==> src/rtl/clk_lane_pkg.sv <==
package clk_lane_pkg;

   typedef enum logic [3:0] {
      S_IDLE, S_REQ, S_BRIDGE, S_ZERO, S_LEAD,
      S_RUN, S_TAIL, S_TRAIL, S_GUARD
   } seq_state_e;

   typedef enum logic [2:0] {
      LN_LP11  = 3'd0,
      LN_LP01  = 3'd1,
      LN_LP00  = 3'd2,
      LN_HS0   = 3'd3,
      LN_HSTOG = 3'd4
   } line_code_e;

   function automatic line_code_e state_to_line(input seq_state_e s);
      case (s)
         S_REQ:                   return LN_LP01;
         S_BRIDGE:                return LN_LP00;
         S_ZERO, S_TRAIL:         return LN_HS0;
         S_LEAD, S_RUN, S_TAIL:   return LN_HSTOG;
         default:                 return LN_LP11;
      endcase
   endfunction

endpackage

==> src/rtl/cls_interval_timer.sv <==
module cls_interval_timer #(
   parameter int CNT_W = 8
) (
   input  logic             clk,
   input  logic             rst_n,
   input  logic             load,
   input  logic [CNT_W-1:0] load_val,
   output logic             expired
);
   logic [CNT_W-1:0] cnt_q;

   always_ff @(posedge clk or negedge rst_n) begin
      if (!rst_n)              cnt_q <= '0;
      else if (load)           cnt_q <= load_val;
      else if (cnt_q != '0)    cnt_q <= cnt_q - 1'b1;
   end

   // a count of N spans N cycles; zero behaves as one cycle
   assign expired = (cnt_q <= CNT_W'(1));
endmodule

==> src/rtl/cls_lane_monitor.sv <==
module cls_lane_monitor #(
   parameter int LANES = 4
) (
   input  logic [LANES-1:0] data_lp,
   output logic             all_lp
);
   generate
      if (LANES == 1) begin : g_single
         assign all_lp = data_lp[0];
      end else begin : g_multi
         logic [LANES-1:0] chain;
         assign chain[0] = data_lp[0];
         for (genvar i = 1; i < LANES; i++) begin : g_and
            assign chain[i] = chain[i-1] & data_lp[i];
         end
         assign all_lp = chain[LANES-1];
      end
   endgenerate
endmodule

==> src/rtl/cls_fsm.sv <==
module cls_fsm
   import clk_lane_pkg::*;
#(
   parameter int CNT_W = 8
) (
   input  logic             clk,
   input  logic             rst_n,
   input  logic             hs_req,
   input  logic             all_lp,
   input  logic             expired,
   input  logic [CNT_W-1:0] t_lpx,
   input  logic [CNT_W-1:0] t_prep,
   input  logic [CNT_W-1:0] t_zero,
   input  logic [CNT_W-1:0] t_pre,
   input  logic [CNT_W-1:0] t_post,
   input  logic [CNT_W-1:0] t_trail,
   input  logic [CNT_W-1:0] t_exit,
   output logic             load,
   output logic [CNT_W-1:0] load_val,
   output seq_state_e       state_q,
   output seq_state_e       state_d
);
   always_ff @(posedge clk or negedge rst_n) begin
      if (!rst_n) state_q <= S_IDLE;
      else        state_q <= state_d;
   end

   always_comb begin
      state_d  = state_q;
      load     = 1'b0;
      load_val = '0;
      case (state_q)
         S_IDLE: if (hs_req) begin
            state_d = S_REQ;    load = 1'b1; load_val = t_lpx;
         end
         S_REQ: if (expired) begin
            state_d = S_BRIDGE; load = 1'b1; load_val = t_prep;
         end
         S_BRIDGE: if (expired) begin
            state_d = S_ZERO;   load = 1'b1; load_val = t_zero;
         end
         S_ZERO: if (expired) begin
            state_d = S_LEAD;   load = 1'b1; load_val = t_pre;
         end
         S_LEAD: if (expired) state_d = S_RUN;
         S_RUN: if (!hs_req) begin
            state_d = S_TAIL;   load = 1'b1; load_val = t_post;
         end
         S_TAIL: begin
            if (!all_lp) begin
               load = 1'b1; load_val = t_post;   // restart post window
            end else if (expired) begin
               state_d = S_TRAIL; load = 1'b1; load_val = t_trail;
            end
         end
         S_TRAIL: if (expired) begin
            state_d = S_GUARD;  load = 1'b1; load_val = t_exit;
         end
         S_GUARD: if (expired) state_d = S_IDLE;
         default: state_d = S_IDLE;
      endcase
   end
endmodule

==> src/rtl/cls_out_stage.sv <==
module cls_out_stage
   import clk_lane_pkg::*;
#(
   parameter bit REG_OUT = 1'b1
) (
   input  logic       clk,
   input  logic       rst_n,
   input  seq_state_e state_q,
   input  seq_state_e state_d,
   output logic [2:0] line_state,
   output logic       data_go
);
   generate
      if (REG_OUT) begin : g_reg
         // register the decode of the next state: same timing, no glitches
         always_ff @(posedge clk or negedge rst_n) begin
            if (!rst_n) begin
               line_state <= LN_LP11;
               data_go    <= 1'b0;
            end else begin
               line_state <= state_to_line(state_d);
               data_go    <= (state_d == S_RUN);
            end
         end
      end else begin : g_comb
         assign line_state = state_to_line(state_q);
         assign data_go    = (state_q == S_RUN);
      end
   endgenerate
endmodule

==> src/rtl/dphy_clk_lane_seq.sv <==
module dphy_clk_lane_seq
   import clk_lane_pkg::*;
#(
   parameter int LANES   = 4,
   parameter int CNT_W   = 8,
   parameter bit REG_OUT = 1'b1
) (
   input  logic             clk,
   input  logic             rst_n,
   input  logic             hs_req,
   input  logic [LANES-1:0] data_lp,
   input  logic [CNT_W-1:0] t_lpx,
   input  logic [CNT_W-1:0] t_prep,
   input  logic [CNT_W-1:0] t_zero,
   input  logic [CNT_W-1:0] t_pre,
   input  logic [CNT_W-1:0] t_post,
   input  logic [CNT_W-1:0] t_trail,
   input  logic [CNT_W-1:0] t_exit,
   output logic [2:0]       line_state,
   output logic             data_go
);
   initial begin
      if (LANES < 1 || LANES > 64)
         $error("LANES must lie in 1..64");
      if (CNT_W < 2 || CNT_W > 32)
         $error("CNT_W must lie in 2..32");
   end

   logic             all_lp, expired, load;
   logic [CNT_W-1:0] load_val;
   seq_state_e       state_q, state_d;

   cls_lane_monitor #(.LANES(LANES)) u_lanes (
      .data_lp (data_lp),
      .all_lp  (all_lp)
   );

   cls_interval_timer #(.CNT_W(CNT_W)) u_timer (
      .clk      (clk),
      .rst_n    (rst_n),
      .load     (load),
      .load_val (load_val),
      .expired  (expired)
   );

   cls_fsm #(.CNT_W(CNT_W)) u_fsm (
      .clk      (clk),
      .rst_n    (rst_n),
      .hs_req   (hs_req),
      .all_lp   (all_lp),
      .expired  (expired),
      .t_lpx    (t_lpx),
      .t_prep   (t_prep),
      .t_zero   (t_zero),
      .t_pre    (t_pre),
      .t_post   (t_post),
      .t_trail  (t_trail),
      .t_exit   (t_exit),
      .load     (load),
      .load_val (load_val),
      .state_q  (state_q),
      .state_d  (state_d)
   );

   cls_out_stage #(.REG_OUT(REG_OUT)) u_out (
      .clk        (clk),
      .rst_n      (rst_n),
      .state_q    (state_q),
      .state_d    (state_d),
      .line_state (line_state),
      .data_go    (data_go)
   );
endmodule

==> config.mk <==
export PLATFORM = sky130hd
export DESIGN_NAME = dphy_clk_lane_seq
export DESIGN_NICKNAME = d
export VERILOG_FILES = /design/src/rtl/clk_lane_pkg.sv /design/src/rtl/cls_interval_timer.sv /design/src/rtl/cls_lane_monitor.sv /design/src/rtl/cls_fsm.sv /design/src/rtl/cls_out_stage.sv /design/src/rtl/dphy_clk_lane_seq.sv
export SDC_FILE = /design/constraint.sdc
export NUM_CORES = 1
export LEC_CHECK = 0
export BUFFER_PORTS_ARGS = -buffer_cell sky130_fd_sc_hd__buf_2
export CORE_UTILIZATION = 30
export CTS_CLUSTER_DIAMETER = 150
export DETAILED_ROUTE_END_ITERATION = 10
export PLACE_DENSITY_LB_ADDON = 0.1
export SYNTH_ARGS = -nofsm -noshare
export SYNTH_HDL_FRONTEND = slang
export SYNTH_SLANG_ARGS = --single-unit
==> constraint.sdc <==
create_clock -name clk -period 4.4 [get_ports clk]
set_input_delay 0.88 -clock clk [delete_from_list [all_inputs] [get_ports clk]]
set_output_delay 0.88 -clock clk [all_outputs]
set_load 0.005 [all_outputs]
Word-level counts from Yosys, hierarchy flattened
Cells that the tools add are included.
{"block": "classes", "addsub": 1, "n_lt_le_gt_ge": 1, "n_eq_ne": 15, "muxes": 28, "bitwise": 3, "reduce_logical": 6}
{"operator": "8-bit 2-to-1 mux", "count": 10}
{"operator": "8-bit case mux with 7 select lines", "count": 1}
{"operator": "4-bit 2-to-1 mux", "count": 10}
{"operator": "4-bit case mux with 9 select lines", "count": 1}
{"operator": "4-bit by 3-bit == test with 1-bit output (second input constant)", "count": 8}
{"operator": "4-bit by 2-bit == test with 1-bit output (second input constant)", "count": 4}
{"operator": "3-bit case mux with 4 select lines", "count": 1}
{"operator": "4-bit by 1-bit == test with 1-bit output (second input constant)", "count": 2}
{"operator": "8-bit by 1-bit <= comparator with 1-bit output (second input constant)", "count": 1}
{"operator": "8-bit nonzero test", "count": 1}
{"operator": "8-bit by 1-bit subtractor with 8-bit output (second input constant)", "count": 1}
{"operator": "4-bit == test (second input constant)", "count": 1}
{"operator": "4-bit logical NOT", "count": 1}
{"operator": "1-bit 2-to-1 mux", "count": 4}
{"operator": "1-bit case mux with 4 select lines", "count": 1}
{"operator": "4-bit OR reduction", "count": 1}
{"operator": "1-bit bitwise AND", "count": 3}
{"operator": "3-bit OR reduction", "count": 1}
{"operator": "2-bit nonzero test", "count": 1}
{"operator": "2-bit OR reduction", "count": 1}
{"block": "word_totals", "regBits": 16, "input_bits": 63, "output_inout_bits": 4, "wordCells": 58}

Logic depth before layout (Yosys ltp)
{"block": "depth", "ltp_word": 8, "depth_mapped": 8}

By module
A second synthesis with hierarchy kept.
{"block": "hier_totals", "hier_cells": 177, "area_unflattened_um2": 1460.2}
{"mod": "cls_fsm", "instances": 1, "cells_per_inst": 109, "area_each_um2": 804.5}
{"mod": "cls_interval_timer", "instances": 1, "cells_per_inst": 57, "area_each_um2": 496.7}
{"mod": "cls_out_stage", "instances": 1, "cells_per_inst": 10, "area_each_um2": 150.1}
{"mod": "cls_lane_monitor", "instances": 1, "cells_per_inst": 1, "area_each_um2": 8.8}

Least setup slack after synthesis
OpenSTA, ideal clock, no wires.
{"block": "synth_path", "path_type": "input-to-reg", "start": "in data_lp[3]", "end": "reg u_timer.cnt_q[3]", "t_arrival_ns": 1.986, "required_ns": 4.284, "path_slack_ns": 2.298, "stages": 6, "cell_sequence": "and4_1 nor2_1 o221ai_1 a21bo_2 clkbuf_1 o311ai_0"}
{"block": "synth_between", "elab_chain_cells": 4, "elab_cells_between_ends": 7, "cone_classes": "mux (5); bitwise (1); reduce/logical (1)"}
{"item": "start, declared", "line": "dphy_clk_lane_seq.sv:11", "text": "input logic [LANES-1:0] data_lp,"}
{"item": "1-bit bitwise AND (*)", "line": "cls_lane_monitor.sv:14", "text": "assign chain[i] = chain[i-1] & data_lp[i];"}
{"item": "8-bit 2-to-1 mux or 1-bit 2-to-1 mux (tied branches)", "line": "cls_fsm.sv:50", "text": "if (!all_lp) begin"}
{"item": "8-bit case mux with 7 select lines or 1-bit case mux with 4 select lines (tied branches)", "line": "cls_fsm.sv:32", "text": "case (state_q)"}
{"item": "8-bit 2-to-1 mux or 2-bit nonzero test (tied branches)"}
{"item": "end signal, assigned", "line": "cls_interval_timer.sv:14", "text": "else if (load) cnt_q <= load_val;"}
{"item": "end signal, assigned", "line": "cls_interval_timer.sv:15", "text": "else if (cnt_q != '0) cnt_q <= cnt_q - 1'b1;"}
{"item": "end, declared", "line": "cls_interval_timer.sv:10", "text": "logic [CNT_W-1:0] cnt_q;"}
Every way passes the cells marked *; elsewhere a longest branch is shown, timed or not.
A chain may end at the register's enable or synchronous reset.

Worst setup path in the final report
{"block": "layout_path", "start": "reg u_fsm.state_q[0]", "end": "reg u_timer.cnt_q[2]"}
{"block": "layout_between", "elab_chain_cells": 4, "elab_cells_between_ends": 12, "cone_classes": "eq/ne (6); mux (3); reduce/logical (3)"}
{"item": "start, declared", "line": "cls_fsm.sv:20", "text": "output seq_state_e state_q,"}
{"item": "start signal, assigned", "line": "cls_fsm.sv:25", "text": "else state_q <= state_d;"}
{"item": "4-bit by 1-bit == test with 1-bit output, or another cell as far along", "line": "cls_fsm.sv:32"}
{"item": "4-bit OR reduction (no source line)"}
{"item": "1-bit case mux with 4 select lines", "line": "cls_fsm.sv:32"}
{"item": "8-bit 2-to-1 mux or 2-bit nonzero test (tied branches)"}
Several ways; a longest one is shown, not always the timed one.

==> results.cfg <==
[status]
status = completed

[finish]
area.growth.synth_to_final_pct = 30.2
diodes = 0
finalNonFillerCells = 265
multi_input_area_um2 = 872
num-fill-cells = 427
utilization_pct = 42.1
nets = 283
layout-drive-gt1-share_pct = 35.8
final_area_mm2 = 0.00173
regArea_um2 = 400

[timing]
hold_viol = 0
drv_slew = 0
setup_viol = 0
period_needed_ps = 2400
fin_skew_ps = 5.59
slew_headroom_pct = 48.0
post-route-period-util_pct = 54.5
tightest_slew_ps = 780
fmax_mhz = 417
grt_setup_unrepaired = no
setup-tns-final_ps = 0

[route]
drtIter0Drc = 60
wl_per_cell_um = 15.1
vias = 1499
ant_nets = 0
drcViolationCount = 0
avgViaCountPerCell = 5.66
drt-pass1-iter-count = 4
totalWireLength_um = 4010

[place]
dp_hpwl_um = 3200
placed_cell_area_mm2 = 0.00169
portBuffers = 66
gp_congestion = 0.897
dp_cells = 262

[grt]
grt.overflow.total = 0
track_usage_pct = 18.4
antenna_found_initial = 0
grt_pass1_vias = 1370
grt_pass1_wl_um = 6290
grt_max_degree = 20

[clock_tree]
cts_buffers = 3
h-tree-depth = 1
cts_tree = built
cts_hold_buf = 0
clk_pin_slew_ps = 60
worstSkewPairLatency_ps = 250
clock-root-buffer = clkbuf_8
clockBufferDepth = 2
clock-sinks = 16
cts_resized = 0
cts_setup_buffers = 0

[worst_setup_path]
worstPathArrival_ps = 2580
end_kind = register
critPathKind = register to register
cp_max_fo = 19
crit_start = u_fsm.state_q[0]
worstPathRequired_ps = 4580
critPathLaunchType = register
reg2reg_slack_ps = 2000
crit-reg2reg-launch = u_fsm.state_q[0]

[floorplanning]
rows = 23
io_pins = 67
start_util_pct = 32.4
die_area_mm2 = 0.00471
die_w_um = 68.6
die_y_um = 68.6
core_mm2 = 0.00412

[synth]
synth_cells = 155
yosysTopAreaCell = dfrtp_1
netlist_top_cells_count = 16 x dfrtp_1, 13 x nor2_1, 12 x nand2_1
yosysTopAreaCellShare_pct = 30.1
avgSynthCellArea_um2 = 8.59
postSynth.asyncResetShare_pct = 100
yosysMostFrequentCell = dfrtp_1
ys_types = 46
synth_flop_cell = dfrtp_1
ys_seq_elements = 16
synth_area_leaders = dfrtp_1 30%, mux2i_1 6.8%, a22oi_1 5.6%, a222oi_1 5.3%, o22ai_1 4.7%
synth_edf_count = 0
synth_area_mm2 = 0.00133
synth_warnings = 0
syn_nets = 221
yosysSeqAreaShare_pct = 30.1

[pwr]
p_leak_nw = 0.794
finalPower_uw = 291
peakVddDrop_mv = 0.0758
p_per_area_mw_per_mm2 = 168

[flow_run]
drv_cap = 0

[hold_path]
hold_path.class = input pin to async pin
## per-stage QoR
stage	hold WS (ps)	setup slack, ps
after floorplan	584	2300
after global placement	623	1860
after detailed placement	644	1840
after CTS	546	1970
after global routing	548	1830
final	535	2000
## flip-flops by register name (all words and copies together) (netlist names)
name              flops
u_timer.cnt_q         8
u_fsm.state_q         4
u_out.line_state      3
u_out.data_go         1
## cell type report
type                       instances  share of cell area (%)
inverter                           5                    1.08
clock buffer                       3                    2.38
sequential                        16                    23.1
multi-input combinational        124                    50.3
tap                               50                    3.61
timing repair buffer              67                    19.5
## cell families after synthesis
kind of cell | share of synthesized area, %
fa+ha+maj | 2.82
compound gates | 26.3
flops | 30.1
mux | 6.77
xor+xnor | 5.92
buf+inv | 4.42
simple gates | 23.7
## final timing paths
kind,cells after the start,to
min,1,u_timer.cnt_q[5]
max,5,u_timer.cnt_q[2]
max in group asynchronous,1,u_out.line_state[1]
min reg2reg,1,u_fsm.state_q[2]
max reg2reg,5,u_timer.cnt_q[2]
min in group clk,1,u_fsm.state_q[2]
## worst max-delay path, stage by stage, from the launching register on
cell and delay, ps:
dfrtp_1 800, or3b_2 500, o22ai_1 620, a22o_1 230, a211oi_1 50, mux2i_1 130
## cell usage in the layout (no fill, tap or decap), drive strengths merged, types with 2 or more instances in the layout
master / count
nand2b: 2
nand3: 4
or3: 5
nor2: 13
xor2: 3
a222oi: 7
dfrtp: 16
and2: 2
a22oi: 10
inv: 5
buf: 67
o311ai: 3
clkbuf: 3
a21oi: 4
o211ai: 3
and3: 3
nand2: 12
ha: 3
mux2i: 9
o22ai: 10
and4: 2
xnor2: 6
nor3: 5
## per-layer routing
metal	track usage, %	routed length (um)	vias to the layer above
met5	0	0	-
met4	9.90	81	0
met3	1.64	331	8
met2	27.7	1760	83
met1	25.8	1840	681
li1	-	-	727
## power breakdown
group	switching (mW)	internal, mW
logic	0.0140	0.0223
clock network	0.0468	0.0607
registers	0	0.147
Note: power is estimated with default switching activity, not from simulation.
